--- config.mk ---
export PLATFORM = sky130hd
export DESIGN_NAME = srf_entry_ctrl
export DESIGN_NICKNAME = d
export VERILOG_FILES = /design/src/rtl/srf_pkg.sv /design/src/rtl/srf_cmd_field.sv /design/src/rtl/srf_guard.sv /design/src/rtl/srf_hold_fsm.sv /design/src/rtl/srf_entry_ctrl.sv
export SDC_FILE = /design/constraint.sdc
export NUM_CORES = 1
export LEC_CHECK = 0
export BUFFER_PORTS_ARGS = -buffer_cell sky130_fd_sc_hd__buf_2
export CAP_MARGIN = 10
export CORE_MARGIN = 2
export CORE_UTILIZATION = 30
export DETAILED_ROUTE_END_ITERATION = 12
export PLACE_DENSITY_LB_ADDON = 0.05
export SLEW_MARGIN = 20
export SYNTH_ARGS = -nofsm -noshare
export SYNTH_HDL_FRONTEND = slang
export SYNTH_SLANG_ARGS = --single-unit
--- constraint.sdc ---
create_clock -name clk -period 4 [get_ports clk]
set_clock_uncertainty 0.2 [all_clocks]
set_input_delay 0 -clock clk [delete_from_list [all_inputs] [get_ports clk]]
set_output_delay 0 -clock clk [all_outputs]
set_load 0.02 [all_outputs]
--- src/rtl/srf_pkg.sv ---
// Package: shared codes for the self-refresh entry controller.
// Assumes a two-bit software command field and a three-bit command bus.
package srf_pkg;

    typedef enum logic [2:0] {
        BUS_NOP    = 3'd0,
        BUS_PREALL = 3'd1,
        BUS_REFA   = 3'd2,
        BUS_SRE    = 3'd3,
        BUS_SRX    = 3'd4
    } bus_cmd_e;

    typedef enum logic [1:0] {
        FLD_NONE   = 2'd0,
        FLD_PREALL = 2'd1,
        FLD_REFA   = 2'd2,
        FLD_RSVD   = 2'd3
    } fld_e;

    typedef enum logic [1:0] {
        ST_READY = 2'd0,
        ST_SELF  = 2'd1,
        ST_WAKE  = 2'd2
    } hold_st_e;

    localparam logic CFG_ADDR_CTRL = 1'b0;
    localparam logic CFG_ADDR_CMD  = 1'b1;

endpackage

--- src/rtl/srf_cmd_field.sv ---
// Module: software command field.
// It holds a one-shot precharge-all or auto-refresh request until that
// request goes out on the bus, then clears to none. A write arriving while
// the controller is not ready is dropped and sets a sticky error.
// Assumes the top registers the bus, so issue_o is combinational.
module srf_cmd_field
    import srf_pkg::*;
(
    input  logic     clk,
    input  logic     rst_n,
    input  logic     wr_i,
    input  logic [1:0] wdata_i,
    input  logic     ready_i,
    input  logic     enter_i,
    output fld_e     field_o,
    output logic     issue_o,
    output bus_cmd_e issue_code_o,
    output logic     err_o
);
    fld_e field_q;
    logic err_q;
    logic is_cmd;
    logic accept_ok;

    // Decode whether the write carries a real command and can be taken now.
    always_comb begin
        is_cmd    = (wdata_i == FLD_PREALL) || (wdata_i == FLD_REFA);
        accept_ok = ready_i && !enter_i && (field_q == FLD_NONE);
    end

    // Capture, self-clear and error tracking for the command field.
    always_ff @(posedge clk) begin
        if (!rst_n) begin
            field_q <= FLD_NONE;
            err_q   <= 1'b0;
        end else begin
            if (field_q != FLD_NONE) begin
                field_q <= FLD_NONE;
            end else if (wr_i && is_cmd && accept_ok) begin
                field_q <= fld_e'(wdata_i);
            end
            if (wr_i && is_cmd && !ready_i) begin
                err_q <= 1'b1;
            end
        end
    end

    // Map the held field code onto the bus command.
    always_comb begin
        issue_o      = (field_q != FLD_NONE);
        issue_code_o = BUS_NOP;
        if (field_q == FLD_PREALL) begin
            issue_code_o = BUS_PREALL;
        end else if (field_q == FLD_REFA) begin
            issue_code_o = BUS_REFA;
        end
    end

    assign field_o = field_q;
    assign err_o   = err_q;

endmodule

--- src/rtl/srf_guard.sv ---
// Module: entry guard.
// It holds the enable and mode bits and tracks the precharge-all then
// auto-refresh preparation. From these it decides when entry may proceed.
// Assumes issue_i pulses exactly in the cycle a field command goes out.
module srf_guard
    import srf_pkg::*;
(
    input  logic     clk,
    input  logic     rst_n,
    input  logic     wr_i,
    input  logic [1:0] wdata_i,
    input  logic     issue_i,
    input  bus_cmd_e issue_code_i,
    input  logic     txn_busy_i,
    input  logic     ar_busy_i,
    input  logic     field_idle_i,
    input  logic     ready_i,
    output logic     req_o,
    output logic     enter_o,
    output logic     pending_o
);
    logic en_q;
    logic mode_q;
    logic pa_done_q;
    logic ra_done_q;

    // Control register: enable bit from data bit 0, mode bit from bit 1.
    always_ff @(posedge clk) begin
        if (!rst_n) begin
            en_q   <= 1'b0;
            mode_q <= 1'b0;
        end else if (wr_i) begin
            en_q   <= wdata_i[0];
            mode_q <= wdata_i[1];
        end
    end

    // Preparation history: precharge-all, then auto-refresh, cleared on entry.
    always_ff @(posedge clk) begin
        if (!rst_n) begin
            pa_done_q <= 1'b0;
            ra_done_q <= 1'b0;
        end else if (enter_o) begin
            pa_done_q <= 1'b0;
            ra_done_q <= 1'b0;
        end else if (issue_i && issue_code_i == BUS_PREALL) begin
            pa_done_q <= 1'b1;
            ra_done_q <= 1'b0;
        end else if (issue_i && issue_code_i == BUS_REFA && pa_done_q) begin
            ra_done_q <= 1'b1;
        end
    end

    // Request, entry permission and pending status.
    always_comb begin
        req_o     = en_q && mode_q;
        enter_o   = req_o && ready_i && !txn_busy_i && !ar_busy_i
                    && ra_done_q && field_idle_i;
        pending_o = req_o && ready_i;
    end

endmodule

--- src/rtl/srf_hold_fsm.sv ---
// Module: self-refresh hold state machine.
// It stays in self-refresh until the request drops, whatever the CPU sleep
// and wake inputs do. After exit it counts EXIT_CYC recovery cycles.
// Assumes EXIT_CYC >= 1 and that enter_i is only raised when ready.
module srf_hold_fsm
    import srf_pkg::*;
#(
    parameter int EXIT_CYC = 8
) (
    input  logic     clk,
    input  logic     rst_n,
    input  logic     enter_i,
    input  logic     req_i,
    input  logic     cpu_sleep_i,
    input  logic     cpu_wake_i,
    output logic     ready_o,
    output logic     in_sr_o,
    output logic     cke_o,
    output logic     bus_v_o,
    output bus_cmd_e bus_code_o,
    output logic     sleep_hold_o
);
    localparam int CNT_W = (EXIT_CYC < 2) ? 1 : $clog2(EXIT_CYC);
    localparam logic [CNT_W-1:0] CNT_LAST = CNT_W'(EXIT_CYC - 1);

    hold_st_e         st_q;
    logic [CNT_W-1:0] cnt_q;
    logic             cke_q;
    logic             slp_q;
    logic             go_srx;

    // Exit is requested when software drops the request while held.
    assign go_srx = (st_q == ST_SELF) && !req_i;

    // State, recovery counter and clock-enable.
    always_ff @(posedge clk) begin
        if (!rst_n) begin
            st_q  <= ST_READY;
            cnt_q <= '0;
            cke_q <= 1'b1;
        end else begin
            case (st_q)
                ST_READY: if (enter_i) begin
                    st_q  <= ST_SELF;
                    cke_q <= 1'b0;
                end
                ST_SELF: if (go_srx) begin
                    st_q  <= ST_WAKE;
                    cke_q <= 1'b1;
                    cnt_q <= '0;
                end
                ST_WAKE: begin
                    if (cnt_q == CNT_LAST) begin
                        st_q <= ST_READY;
                    end else begin
                        cnt_q <= cnt_q + 1'b1;
                    end
                end
                default: st_q <= ST_READY;
            endcase
        end
    end

    // Sleep-while-held flag, cleared by wake or by leaving self-refresh.
    always_ff @(posedge clk) begin
        if (!rst_n) begin
            slp_q <= 1'b0;
        end else if (cpu_wake_i || st_q != ST_SELF) begin
            slp_q <= 1'b0;
        end else if (cpu_sleep_i) begin
            slp_q <= 1'b1;
        end
    end

    // Bus requests raised on the transitions.
    always_comb begin
        bus_v_o    = 1'b0;
        bus_code_o = BUS_NOP;
        if (st_q == ST_READY && enter_i) begin
            bus_v_o    = 1'b1;
            bus_code_o = BUS_SRE;
        end else if (go_srx) begin
            bus_v_o    = 1'b1;
            bus_code_o = BUS_SRX;
        end
    end

    assign ready_o      = (st_q == ST_READY);
    assign in_sr_o      = (st_q == ST_SELF);
    assign cke_o        = cke_q;
    assign sleep_hold_o = slp_q;

endmodule

--- src/rtl/srf_entry_ctrl.sv ---
// Module: SDRAM self-refresh entry controller, top level.
// It joins the command field, the entry guard and the hold FSM, and
// registers the shared command bus. Field commands and state-machine
// commands never coincide, because the guard needs an idle field to enter
// and the field rejects writes while not ready.
module srf_entry_ctrl
    import srf_pkg::*;
#(
    parameter int EXIT_CYC = 8
) (
    input  logic       clk,
    input  logic       rst_n,
    input  logic       cfg_we,
    input  logic       cfg_addr,
    input  logic [1:0] cfg_wdata,
    input  logic       txn_busy,
    input  logic       ar_busy,
    input  logic       cpu_sleep,
    input  logic       cpu_wake,
    output logic       cmd_valid,
    output logic [2:0] cmd_code,
    output logic       cke,
    output logic [1:0] cmd_field,
    output logic       sts_pending,
    output logic       sts_in_sr,
    output logic       sts_ready,
    output logic       sts_err,
    output logic       sts_sleep_hold
);
    logic     wr_ctrl, wr_cmd;
    fld_e     field;
    logic     fld_issue;
    bus_cmd_e fld_code;
    logic     req, enter, ready;
    logic     fsm_v;
    bus_cmd_e fsm_code;
    bus_cmd_e bus_q;
    logic     bus_v_q;

    // Address decode of the register write port.
    always_comb begin
        wr_ctrl = cfg_we && (cfg_addr == CFG_ADDR_CTRL);
        wr_cmd  = cfg_we && (cfg_addr == CFG_ADDR_CMD);
    end

    srf_cmd_field u_field (
        .clk          (clk),
        .rst_n        (rst_n),
        .wr_i         (wr_cmd),
        .wdata_i      (cfg_wdata),
        .ready_i      (ready),
        .enter_i      (enter),
        .field_o      (field),
        .issue_o      (fld_issue),
        .issue_code_o (fld_code),
        .err_o        (sts_err)
    );

    srf_guard u_guard (
        .clk          (clk),
        .rst_n        (rst_n),
        .wr_i         (wr_ctrl),
        .wdata_i      (cfg_wdata),
        .issue_i      (fld_issue),
        .issue_code_i (fld_code),
        .txn_busy_i   (txn_busy),
        .ar_busy_i    (ar_busy),
        .field_idle_i (field == FLD_NONE),
        .ready_i      (ready),
        .req_o        (req),
        .enter_o      (enter),
        .pending_o    (sts_pending)
    );

    srf_hold_fsm #(.EXIT_CYC(EXIT_CYC)) u_hold (
        .clk          (clk),
        .rst_n        (rst_n),
        .enter_i      (enter),
        .req_i        (req),
        .cpu_sleep_i  (cpu_sleep),
        .cpu_wake_i   (cpu_wake),
        .ready_o      (ready),
        .in_sr_o      (sts_in_sr),
        .cke_o        (cke),
        .bus_v_o      (fsm_v),
        .bus_code_o   (fsm_code),
        .sleep_hold_o (sts_sleep_hold)
    );

    // Register the command bus from whichever source is active.
    always_ff @(posedge clk) begin
        if (!rst_n) begin
            bus_v_q <= 1'b0;
            bus_q   <= BUS_NOP;
        end else if (fld_issue) begin
            bus_v_q <= 1'b1;
            bus_q   <= fld_code;
        end else if (fsm_v) begin
            bus_v_q <= 1'b1;
            bus_q   <= fsm_code;
        end else begin
            bus_v_q <= 1'b0;
            bus_q   <= BUS_NOP;
        end
    end

    assign cmd_valid = bus_v_q;
    assign cmd_code  = bus_q;
    assign cmd_field = field;
    assign sts_ready = ready;

endmodule

======== Word level (Yosys, flattened, before mapping) ========
Cells that the tools add are included.
storage, ports and cells
  output and inout bits ................... 12
  register bits after elaboration ......... 18
  bits of input ports ..................... 10
operators by class
  bitwise gates (word level) .............. 2
  reductions and logical operators ........ 37
  equal/unequal tests ..................... 14
  $add $sub $neg .......................... 1
  mux-type cells .......................... 20
operators by type and width
  kind                                                 number
  two-way mux 3 bit                                    7
  logical AND 1 bit                                    18
  AND reduction 3 bit                                  3
  two-way mux 2 bit                                    4
  equality test 2 x 1 -> 1 bit, second input constant  3
  equality test 2 bit, second input constant           3
  two-way mux 1 bit                                    6
  != test 2 x 1 -> 1 bit, second input constant        3
  case mux 2 bit (3 select lines)                      1
  case mux 3 bit (2 select lines)                      1
  nonzero test 2 bit                                   3
  OR reduction 2 bit                                   3
  zero test 1 bit                                      5
  zero test 2 bit                                      2
  != test 2 bit, second input constant                 2
  adder 3 x 1 -> 3 bit, second input constant          1
  equality test 3 x 1 -> 1 bit, second input constant  1
  equality test 3 x 2 -> 1 bit, second input constant  1
  equality test 3 bit, second input constant           1
  OR reduction 3 bit                                   1
  logical OR 1 bit                                     2
  NOT 1 bit                                            2
  case mux 1 bit (2 select lines)                      1

======== Depth between registers and ports, before layout ========
  depth in word-level cells ............... 10
  mapped depth ............................ 5

======== Modules after synthesis ========
From an unflattened synthesis, not the netlist that was laid out.
unflattened totals
  cell total of the unflattened synthesis .. 99
  area, all modules ....................... 930.9 µm²
modules (own cells, without submodules)
  module          area each (µm²)  cells each  instances
  srf_hold_fsm    386.6            44          1
  srf_guard       222.7            21          1
  srf_cmd_field   166.4            16          1
  srf_entry_ctrl  155.1            18          1

======== Least setup slack after synthesis ========
Ideal clock, no wire load.
  path kind ............................... register to register
  start ................................... register u_hold.cnt_q[0]
  end ..................................... register u_hold.cnt_q[0]
  clock period less this slack ............ 1.516 ns
  stages on the path, launching flop included .. 6
  setup slack ............................. 2.484 ns
  arrival time ............................ 1.200 ns
  path through ............................ dfxtp_1 > ha_1 > ha_1 > nor3b_1 > a21oi_1 > a31o_2
between the ends
  longest elaborated chain between the ends .. 3
RTL lines
  element                                                                 line                                    RTL
  start: declaration                                                      srf_hold_fsm.sv:27                      logic [CNT_W-1:0] cnt_q;
  start signal: assignment                                                srf_hold_fsm.sv:56                      cnt_q <= cnt_q + 1'b1;
  adder 3 x 1 -> 3 bit or equality test 3 bit (tied branches)             srf_hold_fsm.sv:56, srf_hold_fsm.sv:53
  two-way mux 3 bit or != test 2 bit (tied branches)                      n/a
  case mux 3 bit (2 select lines) or AND reduction 3 bit (tied branches)  n/a
Several ways; a longest one is shown, not always the timed one. The select of a mux whose other input is x is not followed.
A chain may end at the register's enable or synchronous reset.

======== Worst setup path after layout ========
  start ................................... input port rst_n
  end ..................................... register u_field.field_q[0] (netlist: u_field.field_o[0])
between the ends
  longest elaborated chain between the ends .. 2
RTL lines
  element                              line                  RTL
  start: declaration                   srf_entry_ctrl.sv:12  input logic rst_n,
  NOT 1 bit (no source line)           n/a
  OR reduction 2 bit (no source line)  n/a
  end signal: assignment               srf_cmd_field.sv:40   field_q <= fld_e'(wdata_i);
  end: declaration                     srf_cmd_field.sv:20   fld_e field_q;
No other way between the ends.

==> flow_summary.json <==
{
  "status": "finished clean",
  "yosysUniqueCellTypes": 31,
  "cp-start-kind": "input port",
  "drc": 0,
  "async_flop_share": 0,
  "die_area_sq_um": 3000,
  "finish.utilization": 0.431,
  "synth_seq_cells": 18,
  "combPwrFrac": 0.083,
  "power_density_nw_per_um2": 303,
  "antenna_found_initial": 0,
  "wirelength_microns": 1740,
  "worst_pin_slew_ns": 0.376,
  "endpoint": "u_field.field_o[0]",
  "syn_avg_cell_area_sq_um": 9.56,
  "core-area_sq_um": 2450,
  "fin_ws_ns": 1.93,
  "dp_cells": 131,
  "critPathArrivalTime_ns": 2.11,
  "required_ns": 4.04,
  "htree_levels": 1,
  "r2r-start": "u_field.field_o[1]",
  "power_mw": 0.320,
  "ios": 22,
  "r2r_cells": 3,
  "clock_path_buffers": 2,
  "path_max_fanout": 14,
  "synth-compound-area-share": 0.152,
  "slew_viol_final": 0,
  "first_iter_violations": 6,
  "period_share": 0.518,
  "grt_pass1_wl_microns": 2840,
  "wl_per_cell_microns": 11.9,
  "hold_class": "in -> reg",
  "drive_gt1_frac": 0.267,
  "hold_violations": 0,
  "r2r_end": "u_field.field_o[0]",
  "ant_nets": 0,
  "ys_warn_count": 0,
  "setup_viol": 0,
  "synthCells": 81,
  "endpoint_kind": "flop",
  "switchingPower_mw": 0.0689,
  "gr-usage-all-layers": 0.135,
  "rsz0062_at_grt": "no",
  "vias": 693,
  "power.leakage_nw": 0.488,
  "r2r_slack_ns": 1.98,
  "min-delay-start": "ar_busy",
  "insertedDiodeCount": 0,
  "grt_max_degree": 15,
  "die_y_microns": 54.8,
  "die_x_microns": 54.8,
  "vias_per_cell": 4.75,
  "dpl_worst_slack_ns": 2.37,
  "gp_congestion": 0.721,
  "synth_xor_area_frac": 0.0113,
  "synth_top_family_by_area": "simple AND/OR/NAND/NOR gates",
  "std_cell_rows": 18,
  "clock_power_share": 0.345,
  "synth_ff_type": "dfxtp_1",
  "max-slew-margin-rel": 0.748,
  "cts_tree": "built",
  "synth_area_sq_um": 774,
  "startpoint": "rst_n",
  "numCtsBuffers": 3,
  "cap_violations": 0,
  "start_util": 0.315,
  "grt_overflow": 0,
  "hpwl_microns": 1180,
  "fin_crit_ns": 2.07,
  "synthAdderAreaFrac": 0.0323,
  "insertion_delay_ns": 0.29,
  "fmax_mhz": 483,
  "fin_nets": 129,
  "syn_to_final_growth_pct": 36.7,
  "clkSinkCount": 18,
  "root_buffer": "clkbuf_4",
  "clk_pin_slew_ns": 0.10,
  "p_sw_frac": 0.215,
  "peakVddDrop_mv": 0.157,
  "pwr-share-seq": 0.572,
  "synth_simple_gate_area_frac": 0.291,
  "internal_power_mw": 0.251,
  "fin_cells": 146,
  "first_pass_iters": 4,
  "synth-seq-area-share": 0.465,
  "synthMuxAreaShare": 0.0129,
  "synth_edf_count": 0,
  "fin_setup_tns_ns": 0,
  "path_class": "in -> reg",
  "syn_nets": 93,
  "grt_pass1_vias": 636,
  "io_buffers": 21
}
==> sequential cells by signal, indices dropped and copies added (netlist names), 2 cells and up <==
signal,cells
u_hold.cnt_q,3
u_field.field_o,2
u_hold.st_q,2
cmd_code,3
==> placed cells by master (no fill, tap or decap), types with 2 or more instances in the layout <==
cell type,synthesis,routed
inv_1,6,6
a31o_2,3,3
dfxtp_1,18,18
ha_1,2,2
nor2_1,6,6
clkbuf_4,0,3
nor4b_1,5,5
o211a_1,2,2
nand2_1,7,7
a21oi_1,3,3
nand2b_1,5,5
nor4_1,2,2
nor3_1,3,3
buf_2,1,21
dlygate4sd3_1,0,11
==> metal layers <==
metal  global-route usage  routed length [microns]
met5                    0                        0
met4               0.0625                       15
met3               0.0246                       68
met2                0.210                      828
met1                0.179                      827
==> final cells by class <==
type | count | area [sq um]
sequential | 18 | 360
multi-input combinational | 56 | 387
tap | 30 | 37.5
clock buffer | 4 | 36.3
inverter | 6 | 22.5
timing repair buffer | 32 | 215
fill | 267 | 1400
==> cell families (layout without fill, tap and decap cells) <==
kind of cell | Yosys count | count (layout)
multiplexers | 1 | 1
AND/OR/NAND/NOR | 37 | 37
flip-flops | 18 | 18
adder cells (fa/ha/maj) | 2 | 2
buffers and inverters | 7 | 42
AO/OA/AOI/OAI | 15 | 15
XOR/XNOR | 1 | 1
==> worst min path at each step <==
stage / to / cells past startpoint / slack [ns]
2_1_floorplan: u_hold.sleep_hold_o / 1 / -0.12
3_3_place_gp: u_hold.sleep_hold_o / 2 / -0.03
3_5_place_dp: u_hold.sleep_hold_o / 2 / -0.03
4_1_cts: u_guard.pa_done_q / 4 / 0.04
5_1_grt: u_guard.pa_done_q / 4 / 0.07
6_report: u_guard.pa_done_q / 4 / 0.03
==> synthesized netlist by cell type (2+ instances only) <==
master	number	area, sq um
o211a_1	2	20.0
nor3_1	3	15.0
a31o_2	3	26.3
dfxtp_1	18	360
inv_1	6	22.5
a21oi_1	3	15.0
ha_1	2	25.0
nand2b_1	5	31.3
nor4b_1	5	43.8
nand2_1	7	26.3
nor4_1	2	12.5
nor2_1	6	22.5
==> power by group through the flow <==
stage | logic [mW] | registers [mW] | clock network (mW)
final | 0.0266 | 0.183 | 0.111
after global routing | 0.0294 | 0.184 | 0.121
after CTS | 0.0264 | 0.183 | 0.115
after detailed placement | 0.0194 | 0.187 | 0
after global placement | 0.0195 | 0.187 | 0
after floorplan | 0.0101 | 0.188 | 0
==> what timing repair did <==
action / 4_1_cts / 5_1_grt
buffers inserted: 0 / 0
hold buffers: 11 / 0
resized for setup: 0 / 0
hold endpoints to repair: 15 / 0
==> stage by stage <==
stage	hold WS [ns]	area, sq um
after floorplan	-0.121	774
after detailed placement	-0.0261	912
after global routing	0.0710	1060
after global placement	-0.0320	912
final	0.0349	1060
after CTS	0.0356	1060
==> worst max-delay path: stages <==
cell	delay [ns]
dlygate4sd3_1	0.52
buf_2	0.26
nand2b_1	0.10
or4_4	0.43
nor4b_1	0.22
dlygate4sd3_1	0.58
(Power assumes the default switching activity.)
